`config.mk`:
```
export PLATFORM = sky130hd
export DESIGN_NAME = burst_addr_seq
export DESIGN_NICKNAME = d
export VERILOG_FILES = /design/src/rtl/burst_seq_pkg.sv /design/src/rtl/bas_strobe_arb.sv /design/src/rtl/bas_beat_ctr.sv /design/src/rtl/bas_addr_reg.sv /design/src/rtl/bas_order_map.sv /design/src/rtl/burst_addr_seq.sv
export SDC_FILE = /design/constraint.sdc
export NUM_CORES = 1
export LEC_CHECK = 0
export BUFFER_PORTS_ARGS = -buffer_cell sky130_fd_sc_hd__buf_2
export CAP_MARGIN = 20
export CORE_ASPECT_RATIO = 0.75
export CORE_MARGIN = 10
export CORE_UTILIZATION = 41
export CTS_BUF_LIST = sky130_fd_sc_hd__clkbuf_4
export CTS_CLUSTER_SIZE = 24
export DETAILED_ROUTE_END_ITERATION = 16
export GPL_TIMING_DRIVEN = 0
export PLACE_DENSITY = 0.8
export SLEW_MARGIN = 20
export SYNTH_ARGS = -nofsm -noshare
export SYNTH_HDL_FRONTEND = slang
export SYNTH_SLANG_ARGS = --single-unit
```
`constraint.sdc`:
```
create_clock -name clk -period 0.8 [get_ports clk]
set_input_delay 0.04 -clock clk [delete_from_list [all_inputs] [get_ports clk]]
set_output_delay 0.04 -clock clk [all_outputs]
set_load 0.02 [all_outputs]
```
`src/rtl/burst_seq_pkg.sv`:
```
package burst_seq_pkg;

    // Where a new burst comes from in a given cycle
    typedef enum logic [1:0] {
        SRC_NONE  = 2'd0,
        SRC_PROC  = 2'd1,
        SRC_CACHE = 2'd2
    } load_src_e;

    // Order selection as carried by the order input
    typedef enum logic {
        ORD_LINEAR     = 1'b0,
        ORD_INTERLEAVE = 1'b1
    } order_e;

    // Raw strobe group sampled at the block edge (all active low)
    typedef struct packed {
        logic proc_n;
        logic cache_n;
        logic ce_n;
    } strobe_t;

    // Processor strobe first (when qualified), then cache strobe
    function automatic load_src_e pick_source(input strobe_t s);
        load_src_e r;
        if (!s.proc_n && !s.ce_n) begin
            r = SRC_PROC;
        end else if (!s.cache_n) begin
            r = SRC_CACHE;
        end else begin
            r = SRC_NONE;
        end
        return r;
    endfunction

endpackage

```
`src/rtl/bas_strobe_arb.sv`:
```
module bas_strobe_arb
    import burst_seq_pkg::*;
(
    input  strobe_t   stb,
    output load_src_e src,
    output logic      load
);
    always_comb begin
        src  = pick_source(stb);
        load = (src != SRC_NONE);
    end
endmodule

```
`src/rtl/bas_beat_ctr.sv`:
```
module bas_beat_ctr #(
    parameter int CNT_W = 2
) (
    input  logic             clk,
    input  logic             rst,
    input  logic             load,
    input  logic             step,
    output logic [CNT_W-1:0] beat_q
);
    always_ff @(posedge clk) begin
        if (rst) begin
            beat_q <= '0;
        end else if (load) begin
            beat_q <= '0;
        end else if (step) begin
            beat_q <= beat_q + 1'b1;
        end
    end
endmodule

```
`src/rtl/bas_addr_reg.sv`:
```
module bas_addr_reg #(
    parameter int ADDR_W = 19,
    parameter int CNT_W  = 2
) (
    input  logic                    clk,
    input  logic                    rst,
    input  logic                    load,
    input  logic [ADDR_W-1:0]       addr_in,
    output logic [ADDR_W-CNT_W-1:0] hi_q,
    output logic [CNT_W-1:0]        start_q
);
    always_ff @(posedge clk) begin
        if (rst) begin
            hi_q    <= '0;
            start_q <= '0;
        end else if (load) begin
            hi_q    <= addr_in[ADDR_W-1:CNT_W];
            start_q <= addr_in[CNT_W-1:0];
        end
    end
endmodule

```
`src/rtl/bas_order_map.sv`:
```
module bas_order_map
    import burst_seq_pkg::*;
#(
    parameter int CNT_W = 2
) (
    input  order_e           order,
    input  logic [CNT_W-1:0] start,
    input  logic [CNT_W-1:0] beat,
    output logic [CNT_W-1:0] lo
);
    logic [CNT_W-1:0] lin_lo;
    logic [CNT_W-1:0] xor_lo;

    // Per-bit XOR for the interleaved order
    for (genvar b = 0; b < CNT_W; b++) begin : g_xor
        assign xor_lo[b] = start[b] ^ beat[b];
    end

    // Wrapping add for the linear order
    assign lin_lo = start + beat;

    always_comb begin
        unique case (order)
            ORD_LINEAR:     lo = lin_lo;
            ORD_INTERLEAVE: lo = xor_lo;
            default:        lo = xor_lo;
        endcase
    end
endmodule

```
`src/rtl/burst_addr_seq.sv`:
```
module burst_addr_seq
    import burst_seq_pkg::*;
#(
    parameter int ADDR_W = 19,
    parameter int CNT_W  = 2
) (
    input  logic              clk,
    input  logic              rst,
    input  logic              proc_stb_n,
    input  logic              cache_stb_n,
    input  logic              chip_en_n,
    input  logic              adv_n,
    input  logic              order_sel,
    input  logic [ADDR_W-1:0] addr_in,
    output logic [ADDR_W-1:0] addr_out
);
    localparam int HI_W = ADDR_W - CNT_W;

    strobe_t          stb;
    load_src_e        src;
    logic             load;
    logic [CNT_W-1:0] beat_q;
    logic [HI_W-1:0]  hi_q;
    logic [CNT_W-1:0] start_q;
    logic [CNT_W-1:0] lo_map;
    order_e           order;

    assign stb.proc_n  = proc_stb_n;
    assign stb.cache_n = cache_stb_n;
    assign stb.ce_n    = chip_en_n;
    assign order       = order_e'(order_sel);

    bas_strobe_arb u_arb (
        .stb  (stb),
        .src  (src),
        .load (load)
    );

    bas_beat_ctr #(.CNT_W(CNT_W)) u_ctr (
        .clk    (clk),
        .rst    (rst),
        .load   (load),
        .step   (!adv_n),
        .beat_q (beat_q)
    );

    bas_addr_reg #(.ADDR_W(ADDR_W), .CNT_W(CNT_W)) u_areg (
        .clk     (clk),
        .rst     (rst),
        .load    (load),
        .addr_in (addr_in),
        .hi_q    (hi_q),
        .start_q (start_q)
    );

    bas_order_map #(.CNT_W(CNT_W)) u_map (
        .order (order),
        .start (start_q),
        .beat  (beat_q),
        .lo    (lo_map)
    );

    assign addr_out = {hi_q, lo_map};
endmodule

```
After elaboration in Yosys (flattened, before gate mapping)
Cells that the tools add are included.
{"block": "classes", "addsub": 2, "n_mul": 0, "div": 0, "magnitude_cmp": 0, "n_eq_ne": 0, "shifts": 0, "n_mux": 3, "bitwise": 3, "n_reduce_logical": 5}
{"cell": "$mux 2", "n": 2}
{"cell": "$pmux 2 s2", "n": 1}
{"cell": "$add 2x1->2 const B", "n": 1}
{"cell": "$add 2x2->2", "n": 1}
{"cell": "$logic_not 1->1", "n": 2}
{"cell": "$reduce_bool 2->1", "n": 1}
{"cell": "$reduce_or 2->1", "n": 1}
{"cell": "$xor 1x1->1", "n": 2}
{"cell": "$logic_and 1x1->1", "n": 1}
{"cell": "$not 1->1", "n": 1}
{"block": "totals", "ff_bits": 21, "latchBits": 0, "ram_bits": 0, "mem_bits_ro": 0, "inputBits": 26, "output_inout_bits": 19, "wordCells": 16, "n_memories": 0}

Depth between registers and ports, before layout
{"block": "depth", "word_depth": 5, "ltp_mapped": 5, "mapped_depth_nobuf": 3}

By module
From an unflattened synthesis, not the netlist that was laid out.
{"block": "hier_totals", "hier_cells": 77, "hier_area_um2": 827.0}
{"module": "bas_addr_reg", "instances": 1, "cells_per_inst": 61, "area_per_inst_um2": 683.2, "seq_area_each_um2": 380.4}
{"module": "bas_beat_ctr", "instances": 1, "cells_per_inst": 8, "area_per_inst_um2": 85.1, "seq_area_each_um2": 40.0}
{"module": "bas_order_map", "instances": 1, "cells_per_inst": 4, "area_per_inst_um2": 36.3, "seq_area_each_um2": 0.0}
{"module": "bas_strobe_arb", "instances": 1, "cells_per_inst": 3, "area_per_inst_um2": 18.8, "seq_area_each_um2": 0.0}
{"module": "burst_addr_seq", "instances": 1, "cells_per_inst": 1, "area_per_inst_um2": 3.8, "seq_area_each_um2": 0.0}

Least setup slack after synthesis
No wires, ideal clock.
{"block": "synth_timing", "path_kind": "reg-to-output", "from": "register u_ctr.beat_q[0]", "to": "output addr_out[1]", "t_arrival_ps": 980, "slack_ps": -220, "path_stages_with_launch": 4, "n_path_buf": 0, "cell_sequence": "dfxtp_1 > ha_1 > nor2b_1 > xnor2_1"}
{"block": "synth_between", "elab_chain_len": 2}
{"element": "start: declaration", "line_no": "bas_beat_ctr.sv:8", "source": "output logic [CNT_W-1:0] beat_q"}
{"element": "start signal: assignment", "line_no": "bas_beat_ctr.sv:16", "source": "beat_q <= beat_q + 1'b1;"}
{"element": "$add 2x2->2", "line_no": "bas_order_map.sv:20", "source": "assign lin_lo = start + beat;"}
{"element": "$pmux 2 s2", "line_no": "bas_order_map.sv:23", "source": "unique case (order)"}
{"element": "end: declaration", "line_no": "burst_addr_seq.sv:15", "source": "output logic [ADDR_W-1:0] addr_out"}
Every way passes these cells.

Worst setup path after layout
{"block": "layout_timing", "from": "register u_areg.start_q[0]", "to": "output addr_out[1]"}
{"block": "layout_between", "elab_chain_len": 2}
{"element": "start: declaration", "line_no": "bas_addr_reg.sv:10", "source": "output logic [CNT_W-1:0] start_q"}
{"element": "start signal: assignment", "line_no": "bas_addr_reg.sv:18", "source": "start_q <= addr_in[CNT_W-1:0];"}
{"element": "$add 2x2->2", "line_no": "bas_order_map.sv:20"}
{"element": "$pmux 2 s2", "line_no": "bas_order_map.sv:23"}
Every way passes these cells.

==> impl_metrics.json <==
{
  "vias": 973,
  "drv_slew": 0,
  "clk_latency_ns": 0.31,
  "drt_iter0_markers": 42,
  "vias_per_cell": 4.99,
  "grt_max_degree": 12,
  "syn2layout_area_growth_pct": 90.6,
  "max_stage_delay_ns": 0.39,
  "dr.pass1.iters": 5,
  "async_flop_share_pct": 0,
  "p_per_area_nw_per_um2": 1510,
  "yosysUniqueCellTypes": 17,
  "synth.avg_cell_area_um2": 8.81,
  "final_util_pct": 80.6,
  "worstReg2RegStart": "u_ctr.beat_q[0]$_SDFFE_PP0N_",
  "start_util_pct": 42.3,
  "whs_ns": -0.0512,
  "cts_sinks": 21,
  "dieArea_um2": 4270,
  "relSlewSlack_pct": 53.5,
  "syn_area_um2": 837,
  "synth_commonest_cells": "36 x nand2_1, 21 x dfxtp_1, 10 x a21oi_2",
  "status": "complete, but fails checks",
  "fmax_ghz": 0.778,
  "reg2reg_slack_ns": -0.28,
  "holdCritStartpoint": "rst",
  "cp-start-kind": "flip-flop",
  "r2r-end": "u_ctr.beat_q[1]$_SDFFE_PP0N_",
  "overflow": 0,
  "yosys_register_bits": 21,
  "grt_pass1_wl_um": 5150,
  "rsz0062_at_grt": "true",
  "ys_warn_count": 0,
  "syn_nets": 122,
  "dp_slack_ns": -0.226,
  "ant_nets": 0,
  "antenna_cells": 0,
  "path_class": "reg2out",
  "hold_path.class": "in2reg",
  "yosysSeqAreaShare_pct": 50.2,
  "die_h_um": 59.1,
  "synth_area_leaders": "dfxtp_1 50%, nand2_1 16%, a21oi_2 10%",
  "drt_drc_violations_left": 0,
  "cts_tree": "yes",
  "row_count": 14,
  "finalNetCount": 199,
  "core-area_um2": 1980,
  "cts_buffers": 3,
  "synth_edf_count": 0,
  "cts_hold_buf": 21,
  "crit_required_ns": 0.76,
  "hold_viol": 1,
  "routabilityCongestion": 0.724,
  "cp_cell_sequence": "ha_4, nor2b_4, xnor2_4, buf_6",
  "io-pin-count": 45,
  "worstSetupStartpoint": "u_areg.start_q[0]$_SDFFE_PP0P_",
  "drv_cap": 0,
  "cp_max_fo": 2,
  "setup_viol": 21,
  "fin_ws_ns": -0.486,
  "die-width_um": 72.2,
  "crit_family": "flip-flops",
  "clk_path_buf_depth": 2,
  "critical_path_arrival_ns": 1.25,
  "slowest_stage": "dfxtp_4",
  "critPathCaptureType": "output pin",
  "violations": "negative hold slack, negative setup slack",
  "antenna_found_initial": 0,
  "htree_levels": 1,
  "grt_usage_pct": 15.1,
  "reg2reg_depth": 5,
  "grt_pass1_vias": 1006,
  "tightest_slew_ns": 0.698,
  "vdd_drop_max_mv": 1.07,
  "period_share_pct": 161,
  "p_leak_nw": 0.699,
  "clock_skew_ns": 0.0101,
  "yosysTopAreaCell": "dfxtp_1",
  "cts_root_buf": "clkbuf_4",
  "min_period_ns": 1.29,
  "cp_num_buf_inv": 1,
  "portBuffers": 44,
  "cp.depth": 4,
  "wl_um": 3330,
  "drive_gt1_share_pct": 58.5,
  "fillCellCount": 103,
  "synth_top_area_share_pct": 50.2,
  "postSynthCellCount": 95,
  "synth-main-ff-cell": "dfxtp_1",
  "crit_end": "addr_out[1]",
  "wire_per_inst_um": 17.1,
  "cts.reportedPaths.clkPinSlew_ns": 0.14,
  "post-synth-top-count-cell": "nand2_1",
  "setup_tns_ns": -1.56
}
-- layout make-up --
class | count | area [µm²] | area share (%)
multi-input cells | 68 | 437 | 27.4
well taps | 24 | 30.0 | 1.88
flip-flops and latches | 21 | 447 | 28.0
repair buffers | 72 | 601 | 37.6
clock buffers | 4 | 30.0 | 1.88
plain buffers | 6 | 51.3 | 3.22
-- through the flow --
step	area, µm²	cells	power (W)
global placement	1120	163	0.00158
global route	1600	195	0.00252
detailed placement	1120	163	0.00159
floorplan	875	95	0.00143
CTS	1550	191	0.00233
finish	1600	195	0.00240
-- state kept, by name, indices dropped and copies added, names as in the netlist --
register,cells
u_areg.start_q,2
u_ctr.beat_q,2
u_areg.hi_q,17
-- report_power, final --
part           switching (W)  internal, W  leakage [nW]
Sequential         0.0000508      0.00112         0.180
Clock               0.000351     0.000228        0.0184
Combinational       0.000304     0.000350         0.500
-- logic make-up (layout without fill, tap and decap cells) --
logic type | count (synthesis) | count (layout) | synth area share (%)
buf+inv | 6 | 82 | 6.13
flops | 21 | 21 | 50.2
xor+xnor | 3 | 3 | 3.14
compound gates | 21 | 21 | 17.8
fa+ha+maj | 1 | 1 | 1.49
simple gates | 43 | 43 | 21.2
-- worst register-to-register path: cells and delay by family (launching register included) --
| family | cells | cell delay (ns) |
|---|---|---|
| xor gates and xnor gates | 1 | 0.12 |
| DFF | 1 | 0.36 |
| buffers and inverters | 2 | 0.24 |
| and+or+nand+nor | 2 | 0.30 |
-- worst min-delay path by stage --
stage	end	slack, ns	cells past startpoint
5_1_grt	u_ctr.beat_q[0]$_SDFFE_PP0N_	-0.06	2
3_3_place_gp	u_ctr.beat_q[0]$_SDFFE_PP0N_	0.23	2
2_1_floorplan	u_ctr.beat_q[0]$_SDFFE_PP0N_	0.11	1
4_1_cts	u_ctr.beat_q[0]$_SDFFE_PP0N_	0.04	3
3_5_place_dp	u_ctr.beat_q[0]$_SDFFE_PP0N_	0.24	2
6_report	u_ctr.beat_q[0]$_SDFFE_PP0N_	-0.05	2
-- layer usage --
metal	global-route usage [%]	part of all wire, %	vias up
met5	0	0	-
met4	4.68	2.0	0
met3	3.35	4.4	6
met2	28.5	56	29
met1	16.4	37	478
li1	-	-	460
-- cell usage in the layout (no fill, tap or decap) --
cell	instances
nor2b_2	1
xnor2_4	1
nor4_4	1
clkbuf_1	2
o21ai_2	1
nand2_2	2
xnor2_1	1
dfxtp_4	1
nor3_1	1
buf_12	1
ha_4	1
dfxtp_2	18
nor2b_4	2
buf_4	9
xnor2_2	1
o21a_1	1
clkbuf_4	4
dfxtp_1	2
a21oi_2	10
buf_6	21
a21oi_1	9
nand2_1	36
buf_2	26
dlygate4sd3_1	19
-- what timing repair did --
action / in CTS / in global routing
gates resized for setup: 59 / 5
buffers inserted: 3 / 6
pin swaps: 2 / 2
hold endpoints to repair: 20 / 1
endpoints found under the setup margin: 20 / 21
Power figures use the tool's default switching activity.
